$ cat src/rtl/wdg_pkg.sv
package wdg_pkg;
  localparam int REG_W = 32;

  localparam logic [3:0] OFS_RELOAD = 4'h0;
  localparam logic [3:0] OFS_STATUS = 4'h4;
  localparam logic [3:0] OFS_CFG    = 4'h0;
  localparam logic [3:0] OFS_CMD    = 4'h8;
  localparam logic [3:0] OFS_UNLOCK = 4'hC;

  localparam int BIT_TMR_EN   = 31;
  localparam int BIT_TMR_AUTO = 30;
  localparam int BIT_PENDING  = 30;
  localparam int BIT_IRQ_EN   = 12;
  localparam int BIT_SYS_EN   = 14;
  localparam int BIT_AUX_EN   = 15;
  localparam int BIT_START    = 0;
  localparam int BIT_STOP     = 1;

  localparam logic [REG_W-1:0] UNLOCK_KEY = 32'h0000_C45A;

  typedef struct packed {
    logic       aux_en;
    logic       sys_en;
    logic       irq_en;
    logic [3:0] src;
  } wd_cfg_t;

  function automatic wd_cfg_t cfg_from_word(input logic [REG_W-1:0] w);
    wd_cfg_t c;
    c.aux_en = w[BIT_AUX_EN];
    c.sys_en = w[BIT_SYS_EN];
    c.irq_en = w[BIT_IRQ_EN];
    c.src    = w[3:0];
    return c;
  endfunction

  function automatic logic [REG_W-1:0] cfg_to_word(input wd_cfg_t c);
    logic [REG_W-1:0] w;
    w = '0;
    w[BIT_AUX_EN] = c.aux_en;
    w[BIT_SYS_EN] = c.sys_en;
    w[BIT_IRQ_EN] = c.irq_en;
    w[3:0]        = c.src;
    return w;
  endfunction
endpackage

$ cat src/rtl/wdg_timer.sv
module wdg_timer
  import wdg_pkg::*;
#(
  parameter int PERIOD_W = 29
) (
  input  logic                clk,
  input  logic                rst_n,
  input  logic                wr_reload,
  input  logic                wr_status,
  input  logic [REG_W-1:0]    wdata,
  output logic                tmr_en,
  output logic                tmr_auto,
  output logic [PERIOD_W-1:0] tmr_period,
  output logic                tmr_pending,
  output logic                tmr_expire
);
  logic [PERIOD_W-1:0] cnt_q;

  function automatic logic [PERIOD_W-1:0] tick_down(input logic [PERIOD_W-1:0] v);
    return v - PERIOD_W'(1);
  endfunction

  assign tmr_expire = tmr_en && (cnt_q == '0);

  always_ff @(posedge clk) begin
    if (!rst_n) begin
      tmr_en      <= 1'b0;
      tmr_auto    <= 1'b0;
      tmr_period  <= '0;
      cnt_q       <= '0;
      tmr_pending <= 1'b0;
    end else begin
      if (wr_reload) begin
        tmr_en     <= wdata[BIT_TMR_EN];
        tmr_auto   <= wdata[BIT_TMR_AUTO];
        tmr_period <= wdata[PERIOD_W-1:0];
        cnt_q      <= wdata[PERIOD_W-1:0];
      end else if (tmr_expire) begin
        if (tmr_auto) cnt_q  <= tmr_period;
        else          tmr_en <= 1'b0;
      end else if (tmr_en) begin
        cnt_q <= tick_down(cnt_q);
      end

      if (tmr_expire)                          tmr_pending <= 1'b1;
      else if (wr_status && wdata[BIT_PENDING]) tmr_pending <= 1'b0;
    end
  end
endmodule

$ cat src/rtl/wdg_stage.sv
module wdg_stage
  import wdg_pkg::*;
#(
  parameter int EXPIRE_LIMIT = 4,
  localparam int CNT_W = $clog2(EXPIRE_LIMIT + 1)
) (
  input  logic             clk,
  input  logic             rst_n,
  input  logic             wr_any,
  input  logic             wr_cfg,
  input  logic             wr_cmd,
  input  logic             wr_unlock,
  input  logic [REG_W-1:0] wdata,
  input  logic             expire,
  output wd_cfg_t          cfg,
  output logic             active,
  output logic             armed,
  output logic [CNT_W-1:0] count,
  output logic             count_evt,
  output logic             fire,
  output logic             stop_ok,
  output logic             start_req,
  output logic             irq,
  output logic             sys_rst,
  output logic             aux_rst
);
  function automatic logic is_last(input logic [CNT_W-1:0] c);
    return c == CNT_W'(EXPIRE_LIMIT - 1);
  endfunction

  assign stop_ok   = wr_cmd && wdata[BIT_STOP] && armed;
  assign start_req = wr_cmd && wdata[BIT_START] && !stop_ok;
  assign count_evt = active && expire && (cfg.src == 4'd0)
                     && (count < CNT_W'(EXPIRE_LIMIT)) && !start_req;
  assign fire      = count_evt && is_last(count);

  always_ff @(posedge clk) begin
    if (!rst_n) begin
      cfg     <= '0;
      active  <= 1'b0;
      armed   <= 1'b0;
      count   <= '0;
      irq     <= 1'b0;
      sys_rst <= 1'b0;
      aux_rst <= 1'b0;
    end else begin
      if (wr_cfg) cfg <= cfg_from_word(wdata);
      if (wr_any) armed <= wr_unlock && (wdata == UNLOCK_KEY);

      if (stop_ok)        active <= 1'b0;
      else if (start_req) active <= 1'b1;

      if (start_req)      count <= '0;
      else if (count_evt) count <= count + CNT_W'(1);

      if (stop_ok || start_req)                    irq <= 1'b0;
      else if (count_evt && count == '0 && cfg.irq_en) irq <= 1'b1;

      if (fire && cfg.sys_en) sys_rst <= 1'b1;
      if (fire && cfg.aux_en) aux_rst <= 1'b1;
    end
  end
endmodule

$ cat src/rtl/wdg_top.sv
module wdg_top
  import wdg_pkg::*;
#(
  parameter int PERIOD_W     = 29,
  parameter int EXPIRE_LIMIT = 4,
  parameter int ADDR_W       = 4,
  localparam int CNT_W = $clog2(EXPIRE_LIMIT + 1)
) (
  input  logic              clk,
  input  logic              rst_n,
  input  logic              bus_wr,
  input  logic              bus_tmr_sel,
  input  logic [ADDR_W-1:0] bus_addr,
  input  logic [REG_W-1:0]  bus_wdata,
  output logic [REG_W-1:0]  bus_rdata,
  output logic              wd_irq,
  output logic              sys_rst_req,
  output logic              aux_rst_req
);
  logic [3:0] ofs;
  assign ofs = 4'(bus_addr);

  logic wr_reload, wr_status, wr_cfg, wr_cmd, wr_unlock;
  assign wr_reload = bus_wr &&  bus_tmr_sel && ofs == OFS_RELOAD;
  assign wr_status = bus_wr &&  bus_tmr_sel && ofs == OFS_STATUS;
  assign wr_cfg    = bus_wr && !bus_tmr_sel && ofs == OFS_CFG;
  assign wr_cmd    = bus_wr && !bus_tmr_sel && ofs == OFS_CMD;
  assign wr_unlock = bus_wr && !bus_tmr_sel && ofs == OFS_UNLOCK;

  logic                tmr_en, tmr_auto, tmr_pending, tmr_expire;
  logic [PERIOD_W-1:0] tmr_period;
  wd_cfg_t             wd_cfg;
  logic                wd_active, wd_armed, wd_count_evt, wd_fire;
  logic                wd_stop_ok, wd_start_req;
  logic [CNT_W-1:0]    wd_count;

  wdg_timer #(.PERIOD_W(PERIOD_W)) u_timer (
    .clk(clk), .rst_n(rst_n),
    .wr_reload(wr_reload), .wr_status(wr_status), .wdata(bus_wdata),
    .tmr_en(tmr_en), .tmr_auto(tmr_auto), .tmr_period(tmr_period),
    .tmr_pending(tmr_pending), .tmr_expire(tmr_expire)
  );

  wdg_stage #(.EXPIRE_LIMIT(EXPIRE_LIMIT)) u_stage (
    .clk(clk), .rst_n(rst_n),
    .wr_any(bus_wr), .wr_cfg(wr_cfg), .wr_cmd(wr_cmd), .wr_unlock(wr_unlock),
    .wdata(bus_wdata), .expire(tmr_expire),
    .cfg(wd_cfg), .active(wd_active), .armed(wd_armed), .count(wd_count),
    .count_evt(wd_count_evt), .fire(wd_fire),
    .stop_ok(wd_stop_ok), .start_req(wd_start_req),
    .irq(wd_irq), .sys_rst(sys_rst_req), .aux_rst(aux_rst_req)
  );

  always_comb begin
    bus_rdata = '0;
    if (bus_tmr_sel) begin
      if (ofs == OFS_RELOAD) begin
        bus_rdata[BIT_TMR_EN]     = tmr_en;
        bus_rdata[BIT_TMR_AUTO]   = tmr_auto;
        bus_rdata[PERIOD_W-1:0]   = tmr_period;
      end else if (ofs == OFS_STATUS) begin
        bus_rdata[BIT_PENDING]    = tmr_pending;
      end
    end else if (ofs == OFS_CFG) begin
      bus_rdata = cfg_to_word(wd_cfg);
    end
  end
endmodule

$ cat config.mk
export PLATFORM = sky130hd
export DESIGN_NAME = wdg_top
export DESIGN_NICKNAME = d
export VERILOG_FILES = /design/src/rtl/wdg_pkg.sv /design/src/rtl/wdg_timer.sv /design/src/rtl/wdg_stage.sv /design/src/rtl/wdg_top.sv
export SDC_FILE = /design/constraint.sdc
export NUM_CORES = 1
export LEC_CHECK = 0
export CAP_MARGIN = 10
export CORE_UTILIZATION = 41
export DETAILED_ROUTE_END_ITERATION = 16
export DONT_BUFFER_PORTS = 1
export PLACE_DENSITY = 0.57
export SYNTH_ARGS = -nofsm -noshare
export SYNTH_HDL_FRONTEND = slang
export SYNTH_SLANG_ARGS = --single-unit
$ cat constraint.sdc
create_clock -name clk -period 4 [get_ports clk]
set_input_delay 0.2 -clock clk [delete_from_list [all_inputs] [get_ports clk]]
set_output_delay 0.2 -clock clk [all_outputs]
set_load 0.02 [all_outputs]
==> qor.yml <==
clock_tree:
  clock-sinks: 76
  cts_buffer_depth: 2
  path_clk_slew_ns: 0.08
  cts_resized: 0
  cts_tree: "built"
  worstSkewPairLatency_ns: 0.36
  root_buffer: "clkbuf_8"
  cts_made_buffers: 9
  htreeDepth: 3
timing:
  period_needed_ns: 2.78
  fmax_ghz: 0.359
  final_hold_viol_count: 0
  timing.setup.tns_ns: 0
  slew_viol_final: 0
  finalClockSkew_ns: 0.0160
  final-setup-viol-count: 0
  rsz0062_at_grt: "no"
  relSlewSlack: 0.276
  fin_crit_sh: 0.696
  worstMarginPinSlew_ns: 1.08
setup_path:
  r2r-start: "u_timer.cnt_q[8]"
  ff2ff_path_depth: 6
  endpoint_kind: "flop"
  worstPathMaxFanout: 12
  start_kind: "flop"
  required_ns: 4.28
  regToRegSetupSlack_ns: 1.22
  reg2reg_to: "u_timer.cnt_q[8]"
  crit_arrival_ns: 3.07
  crit_type: "flop to flop"
logic_synthesis:
  async_reset_ff_frac: 0
  syn_area_um2: 4530
  ys_seq_area_frac: 0.336
  synth_ff_type: "dfxtp_1"
  synth_warnings: 0
  synth_seq_cells: 76
  avgSynthCellArea_um2: 8.01
  synth_cell_types: 64
  synth.net_count: 610
  synth_cells: 565
  synth_edf_count: 0
routing:
  drtPass1Iterations: 7
  via_count: 4280
  drcViolationCount: 0
  drt-wirelength-per-cell_um: 19.4
  ant_nets: 0
  drt_wl_total_um: 13700
  via_per_inst: 6.05
  dr.first_iter.drc_count: 274
cells_and_area:
  num_antenna_cells: 0
  drive_gt1_frac: 0.0806
  final_cell_area_um2: 5030
  nets: 611
  area_growth_pct: 11.1
  final_cell_mix: "nand2_1, dfxtp_1, nor2_1, a21boi_0, and3_1"
  final_common_cell: "nand2_1"
die:
  start_util: 0.431
  core-area_um2: 10500
  fp.dieH_um: 107
  pin_count: 75
  fp.dieArea_um2: 11500
  rows: 37
  die_x_um: 107
placement:
  placed_area_um2: 4580
  gp_congestion: 0.891
  dpl.hpwl_um: 9340
  io_buffers: 0
hold_path:
  whs_endpoint: "u_timer.cnt_q[7]"
  hp-start: "bus_wdata[7]"
  hold_depth: 2
  min_path_type: "input pin to flop"
power_and_ir_drop:
  finalPower_mw: 1.71
  power_leakage_nw: 1.96
  p_per_area_nw_per_um2: 341
  ir_drop_v: 0.000162
grt:
  antenna_found_initial: 0
  grt_max_degree: 58
  grt-ovfl-total: 0
  grt_use_total: 0.247
  grt_pass1_wl_um: 21800
  grt_pass1_vias: 4053
run:
  max_cap_violations: 0
run_status:
  outcome: "finished clean"
==> state kept, by name, indices dropped and copies added (netlist names), 3 cells and up <==
name,count
u_stage.count,3
u_timer.cnt_q,29
u_timer.tmr_period,29
u_stage.cfg,7
==> cells by family (layout without fill, tap and decap cells) <==
group,Yosys count,in the layout,synth area share
AOI/OAI and AO/OA,132,132,0.207
xor gates and xnor gates,16,16,0.0310
adders and majority gates,5,5,0.0138
buffers and inverters,48,54,0.0442
DFF,76,76,0.336
muxes,19,19,0.0420
other,1,1,0.000828
and+or+nand+nor,268,268,0.325
==> how the worst max path moves through the flow <==
stage | from | end | slack, ns | cells past startpoint
after floorplan | u_timer.cnt_q[0] | u_timer.cnt_q[16] | 1.78 | 10
after global placement | u_timer.cnt_q[8] | u_timer.cnt_q[1] | 1.31 | 5
after detailed placement | bus_addr[1] | u_timer.cnt_q[22] | 1.22 | 5
after CTS | u_timer.cnt_q[8] | u_timer.cnt_q[16] | 1.21 | 5
after global routing | u_timer.cnt_q[8] | u_timer.cnt_q[22] | 1.02 | 6
final | u_timer.cnt_q[8] | u_timer.cnt_q[8] | 1.22 | 6
==> stage by stage <==
step	setup WS, ns	hold slack (ns)	instances	util
after global routing	1.02	0.00647	707	0.479
after floorplan	1.78	0.326	565	-
final	1.22	0.0108	707	0.479
after CTS	1.21	0.000247	707	0.479
after detailed placement	1.22	0.328	667	0.436
after global placement	1.31	0.331	667	0.436
==> timing repair <==
item	CTS	global route
hold endpoints to repair	69	0
hold buffers	24	0
buffers inserted	0	0
==> synth_stat cells (all sizes together), types with 12 or more instances <==
library cell   n  area, um2
nand2         90        338
clkbuf        33        124
o21ai         24        120
a21boi        33        248
nor4          18        213
and3          26        168
nor2          50        188
nor3          15       86.3
mux2i         19        190
dfxtp         76       1520
nand3         18       90.1
a31oi         12       75.1
a21oi         14       70.1
==> per-layer routing <==
| metal | GRT usage | vias up | part of all wire |
|---|---|---|---|
| met3 | 0.0492 | 24 | 0.067 |
| met2 | 0.383 | 161 | 0.46 |
| met1 | 0.336 | 2045 | 0.45 |
| li1 | - | 2050 | - |
| met5 | 0 | - | 0 |
| met4 | 0.0939 | 0 | 0.021 |
==> worst max-delay path: stages (launching register included) <==
cell and delay (ns):
dfxtp_1 0.41, nor4_4 0.42, nand4_2 0.30, o41a_1 0.52, nor2_1 0.80, a22oi_1 0.14
o21ai_0 0.12
==> layout make-up <==
cell class	instances	area [um2]
clock buffers	10	138
flip-flops and latches	76	1520
clock inverters	6	63.8
multi-input cells	441	2810
repair buffers	30	295
inverters	8	30.0
fillers	1023	5480
well taps	136	170
==> power by group <==
group | internal [mW] | switching [mW]
registers | 0.765 | 0.0130
logic | 0.151 | 0.178
clock network | 0.304 | 0.304
Note: power is estimated with default switching activity, not from simulation.
